===== config.mk =====
export PLATFORM = sky130hd
export DESIGN_NAME = dsp_xfer_unit
export DESIGN_NICKNAME = d
export VERILOG_FILES = /design/src/rtl/dsp_xfer_unit.sv
export SDC_FILE = /design/constraint.sdc
export NUM_CORES = 1
export LEC_CHECK = 0
export ABC_AREA = 1
export BUFFER_PORTS_ARGS = -buffer_cell sky130_fd_sc_hd__buf_2
export CAP_MARGIN = 20
export CELL_PAD_IN_SITES_DETAIL_PLACEMENT = 0
export CELL_PAD_IN_SITES_GLOBAL_PLACEMENT = 1
export CORE_AREA = 4 4 340 342
export DETAILED_ROUTE_END_ITERATION = 16
export DIE_AREA = 0 0 344 346
export GPL_TIMING_DRIVEN = 0
export PLACE_DENSITY = 0.49
export SETUP_SLACK_MARGIN = 0.05
export SLEW_MARGIN = 20
export SYNTH_ARGS = -nofsm -noshare
export SYNTH_HDL_FRONTEND = slang
export SYNTH_SLANG_ARGS = --single-unit

===== constraint.sdc =====
create_clock -name vclk -period 4.4
set_input_delay 0.88 -clock vclk [all_inputs]
set_output_delay 0.88 -clock vclk [all_outputs]
set_load 0.02 [all_outputs]

===== src/rtl/dsp_xfer_unit.sv =====
module dsp_xfer_unit #(
  parameter int DW   = 32,
  parameter int NPTR = 4,
  parameter int NREG = 16
) (
  input  logic [15:0]        insn,
  input  logic               insn_vld,
  input  logic [NPTR*DW-1:0] ptr_regs,
  input  logic [DW-1:0]      idx_val,
  input  logic [NREG*DW-1:0] dregs,
  input  logic [7:0]         guard0,
  input  logic [7:0]         guard1,
  input  logic [DW-1:0]      mem_rdata,
  output logic [DW-1:0]      mem_addr,
  output logic               mem_rd,
  output logic               mem_wr,
  output logic               mem_size,
  output logic [DW-1:0]      mem_wdata,
  output logic               dreg_wb_en,
  output logic [3:0]         dreg_wb_sel,
  output logic [DW-1:0]      dreg_wb_data,
  output logic               ptr_wb_en,
  output logic [1:0]         ptr_wb_sel,
  output logic [DW-1:0]      ptr_wb_val
);
  localparam int HW = DW / 2;
  localparam logic [5:0] GROUP = 6'b111101;
  localparam logic [1:0] M_PRE = 2'b00, M_IND = 2'b01, M_POST = 2'b10, M_IDX = 2'b11;
  localparam logic [3:0] G0_CODE = 4'd14, G1_CODE = 4'd15;

  logic          hit, is_long, is_store;
  logic [1:0]    mode;
  logic [DW-1:0] ptr, src, step, dec_ptr, next_ptr;

  assign hit      = insn_vld && (insn[15:10] == GROUP);
  assign is_long  = insn[1];
  assign is_store = insn[0];
  assign mode     = insn[3:2];
  assign ptr      = ptr_regs[insn[9:8]*DW +: DW];
  assign src      = dregs[insn[7:4]*DW +: DW];
  assign step     = is_long ? DW'(4) : DW'(2);
  assign dec_ptr  = ptr - step;

  always_comb begin
    case (mode)
      M_PRE:   next_ptr = dec_ptr;
      M_POST:  next_ptr = ptr + step;
      M_IDX:   next_ptr = ptr + idx_val;
      default: next_ptr = ptr;
    endcase
  end

  assign mem_addr   = (mode == M_PRE) ? dec_ptr : ptr;
  assign mem_rd     = hit && !is_store;
  assign mem_wr     = hit && is_store;
  assign mem_size   = is_long;

  always_comb begin
    if (is_long)
      mem_wdata = src;
    else if (insn[7:4] == G0_CODE)
      mem_wdata = {{(DW-8){guard0[7]}}, guard0};
    else if (insn[7:4] == G1_CODE)
      mem_wdata = {{(DW-8){guard1[7]}}, guard1};
    else
      mem_wdata = {{HW{1'b0}}, src[DW-1:HW]};
  end

  assign dreg_wb_en   = hit && !is_store;
  assign dreg_wb_sel  = insn[7:4];
  assign dreg_wb_data = is_long ? mem_rdata : {mem_rdata[HW-1:0], {HW{1'b0}}};

  assign ptr_wb_en  = hit && (mode != M_IND);
  assign ptr_wb_sel = insn[9:8];
  assign ptr_wb_val = next_ptr;

  always_comb begin

    idle_quiet_chk: assert (hit || !(mem_rd || mem_wr || dreg_wb_en || ptr_wb_en));

    rw_excl_chk: assert (!(mem_rd && mem_wr));

    indirect_keep_chk: assert (!(hit && mode == M_IND) || !ptr_wb_en);

    word_ld_low_chk: assert (!(dreg_wb_en && !mem_size) || dreg_wb_data[HW-1:0] == '0);

    post_step_chk: assert (!(hit && mode == M_POST) ||
                           (ptr_wb_val - mem_addr) == (mem_size ? DW'(4) : DW'(2)));

    pre_same_chk: assert (!(hit && mode == M_PRE) || ptr_wb_val == mem_addr);
  end
endmodule


==> flow_metrics.env <==
export IMPL_syn_area_mm2=0.01063
export IMPL_dp_cells=4694
export IMPL_dieHeight_um=346
export IMPL_wl_um=117000
export IMPL_syn_inst=2322
export IMPL_syn_to_final_growth_pct=77.48
export IMPL_max_cap_violations=0
export IMPL_fin_nets=4001
export IMPL_status="finished with violations"
export IMPL_dr_pass1_iters=7
export IMPL_start_kind="input pin"
export IMPL_drive_above_1_share=0.4059
export IMPL_crit_chain="buf_12, buf_12, buf_8, buf_8, o21ai_4, o22ai_4, buf_12, ha_4, fa_2, nand2_2, nand2_1, nand3b_1, nand2_2, nand2_2, nand2_4, or2_4, nand3_2, nand3_2, buf_6"
export IMPL_grt_pass1_wl_um=153800
export IMPL_gr_usage_met3=0.03755
export IMPL_wl_per_cell_um=24.68
export IMPL_violations="negative setup slack"
export IMPL_p_per_area_mw_per_mm2=139.5
export IMPL_layout_cells_non_filler=4741
export IMPL_grt_overflow_total=0
export IMPL_hp_class="input pin to output port"
export IMPL_drt_iter0_markers=1518
export IMPL_timing_fmax_mhz=226.7
export IMPL_die_area_mm2=0.1190
export IMPL_gp_congestion=0.9464
export IMPL_grt_pass1_vias=19340
export IMPL_rows=123
export IMPL_maxSlewHeadroom=0.2799
export IMPL_met2_usage=0.2850
export IMPL_p_leak_nw=9.889
export IMPL_initial_core_util=0.09460
export IMPL_nClkBuffers=0
export IMPL_synth_cell_type_count=45
export IMPL_via_per_inst=4.151
export IMPL_io_buffers=872
export IMPL_design_power_total_mw=2.631
export IMPL_track_usage=0.1833
export IMPL_timing_hold_violations_final=0
export IMPL_vias=19680
export IMPL_setup_violations_final=2
export IMPL_dpl_hpwl_um=103500
export IMPL_drcViolationCount=0
export IMPL_syn_mean_instance_area_um2=4.577
export IMPL_required_ps=3520
export IMPL_crit_slowest_cell="fa_2"
export IMPL_critical_path_max_stage_delay_ps=380
export IMPL_setup_ws_ps=-10.39
export IMPL_rsz0062_at_grt="true"
export IMPL_crit_type="input pin to output port"
export IMPL_fill_cells=13650
export IMPL_endpoint_kind="output port"
export IMPL_core_area_mm2=0.1123
export IMPL_synth_net_count=3094
export IMPL_grt_busiest_layer="met2"
export IMPL_die_x_um=344
export IMPL_use_met1=0.2673
export IMPL_final_antenna_net_count=0
export IMPL_antenna_found_initial=38
export IMPL_seq_cells=0
export IMPL_seqCellArea_um2=0
export IMPL_ios=876
export IMPL_slew_violations=0
export IMPL_crit_arrival_ps=3530
export IMPL_period_share=1.002
export IMPL_yosysWarnings=0
export IMPL_grt_max_degree=20
export IMPL_min_period_ps=4410
export IMPL_crit_fanout=6
export IMPL_worstMarginPinSlew_ps=1080
export IMPL_vdd_ir_drop_max_mv=0.04044
export IMPL_ys_seq_area_frac=0
-- layout by cell type (no fill, tap or decap), types with 14 or more instances in the layout --
cell | Yosys | final
buf_2 | 42 | 868
nand3_1 | 245 | 189
inv_1 | 209 | 191
o21ai_1 | 10 | 21
inv_2 | 8 | 15
nand4_1 | 45 | 45
ha_4 | 0 | 22
nand2_1 | 867 | 805
o21ai_0 | 187 | 158
or2_2 | 18 | 16
clkbuf_1 | 58 | 38
a22oi_1 | 45 | 42
nand2_2 | 20 | 55
o21ai_2 | 0 | 15
o211ai_1 | 18 | 18
nor2_1 | 331 | 306
a21oi_2 | 0 | 18
diode_2 | 0 | 14
buf_4 | 22 | 78
a21oi_1 | 57 | 38
buf_6 | 12 | 28
nand3_2 | 2 | 55
nand2_4 | 0 | 27
nor2_2 | 17 | 31
-- critical path, delay by kind of cell --
| kind | cells | cell delay [ps] |
|---|---|---|
| AND/OR/NAND/NOR | 9 | 960 |
| buffers and inverters | 6 | 820 |
| adder cells (fa/ha/maj) | 2 | 550 |
| AO/OA/AOI/OAI | 2 | 290 |
-- report_power, final --
group          leakage, nW  switching, mW   total (mW)  internal [mW]
clock network    0.0000884              0  0.000000309    0.000000309
registers                0              0            0              0
logic                 9.89           1.72         2.63          0.915
-- per-stage QoR --
stage,TNS (ps),util,hold WS [ps],cell area (µm²),worst slack [ps]
after floorplan,0,-,1847,10630,184.6
after global placement,-94390,0.1502,1982,16870,-1712
after detailed placement,-73750,0.1502,1981,16870,-1481
after CTS,-102.6,0.1610,1981,18080,-98.10
after global routing,-1004,0.1677,1990,18840,-95.58
final,-15.07,0.1679,1981,18860,-10.39
-- layer usage --
metal / part of all wire / wire length [µm] / vias to the layer above
met5: 0.0011 / 132 / -
met4: 0.015 / 1745 / 18
met3: 0.083 / 9729 / 81
met2: 0.43 / 50050 / 889
met1: 0.47 / 55320 / 9357
li1: - / - / 9333
-- kinds of logic after synthesis --
group,Yosys count,synth area share
simple gates,1569,0.6141
buf+inv,362,0.1492
compound gates,353,0.1914
fa+ha+maj,35,0.04262
xor+xnor,2,0.001649
mux,1,0.001059
-- final timing paths --
kind,from,end,slack [ps],cells past startpoint
setup / recovery,insn[8],ptr_wb_val[10],-10,19
hold / removal,insn[9],ptr_wb_sel[1],1980,2
-- cell usage after synthesis (17+ instances only) --
| cell | n | area share |
|---|---|---|
| nand2_2 | 20 | 0.012 |
| buf_4 | 22 | 0.016 |
| nand4_1 | 45 | 0.026 |
| o211ai_1 | 18 | 0.013 |
| nor2_1 | 331 | 0.12 |
| a21oi_1 | 57 | 0.027 |
| nor2_2 | 17 | 0.010 |
| or2_2 | 18 | 0.011 |
| nand3_1 | 245 | 0.12 |
| buf_2 | 42 | 0.020 |
| a22oi_1 | 45 | 0.032 |
| clkbuf_1 | 58 | 0.020 |
| inv_1 | 209 | 0.074 |
| ha_1 | 33 | 0.039 |
| nand2_1 | 867 | 0.31 |
| o21ai_0 | 187 | 0.088 |
-- cell type report --
| class | count | area, µm² | area share |
|---|---|---|---|
| Antenna cell | 14 | 35.03 | 0.001857 |
| Inverter | 219 | 863.3 | 0.04577 |
| Tap cell | 1500 | 1877 | 0.09950 |
| Buffer | 141 | 904.6 | 0.04796 |
| Timing Repair Buffer | 907 | 4890 | 0.2592 |
| Multi-Input combinational cell | 1960 | 10290 | 0.5457 |
-- what timing repair did --
| item | 4_1_cts | 5_1_grt |
|---|---|---|
| hold buffers | 0 | 0 |
| buffers inserted | 12 | 20 |
| gates resized for setup | 295 | 152 |
| setup endpoints to repair | 89 | 60 |
| pin swaps | 41 | 46 |
| hold endpoints to repair | 0 | 0 |
| gates cloned | 3 | 0 |
No activity file was read; power rests on OpenSTA's default activity.
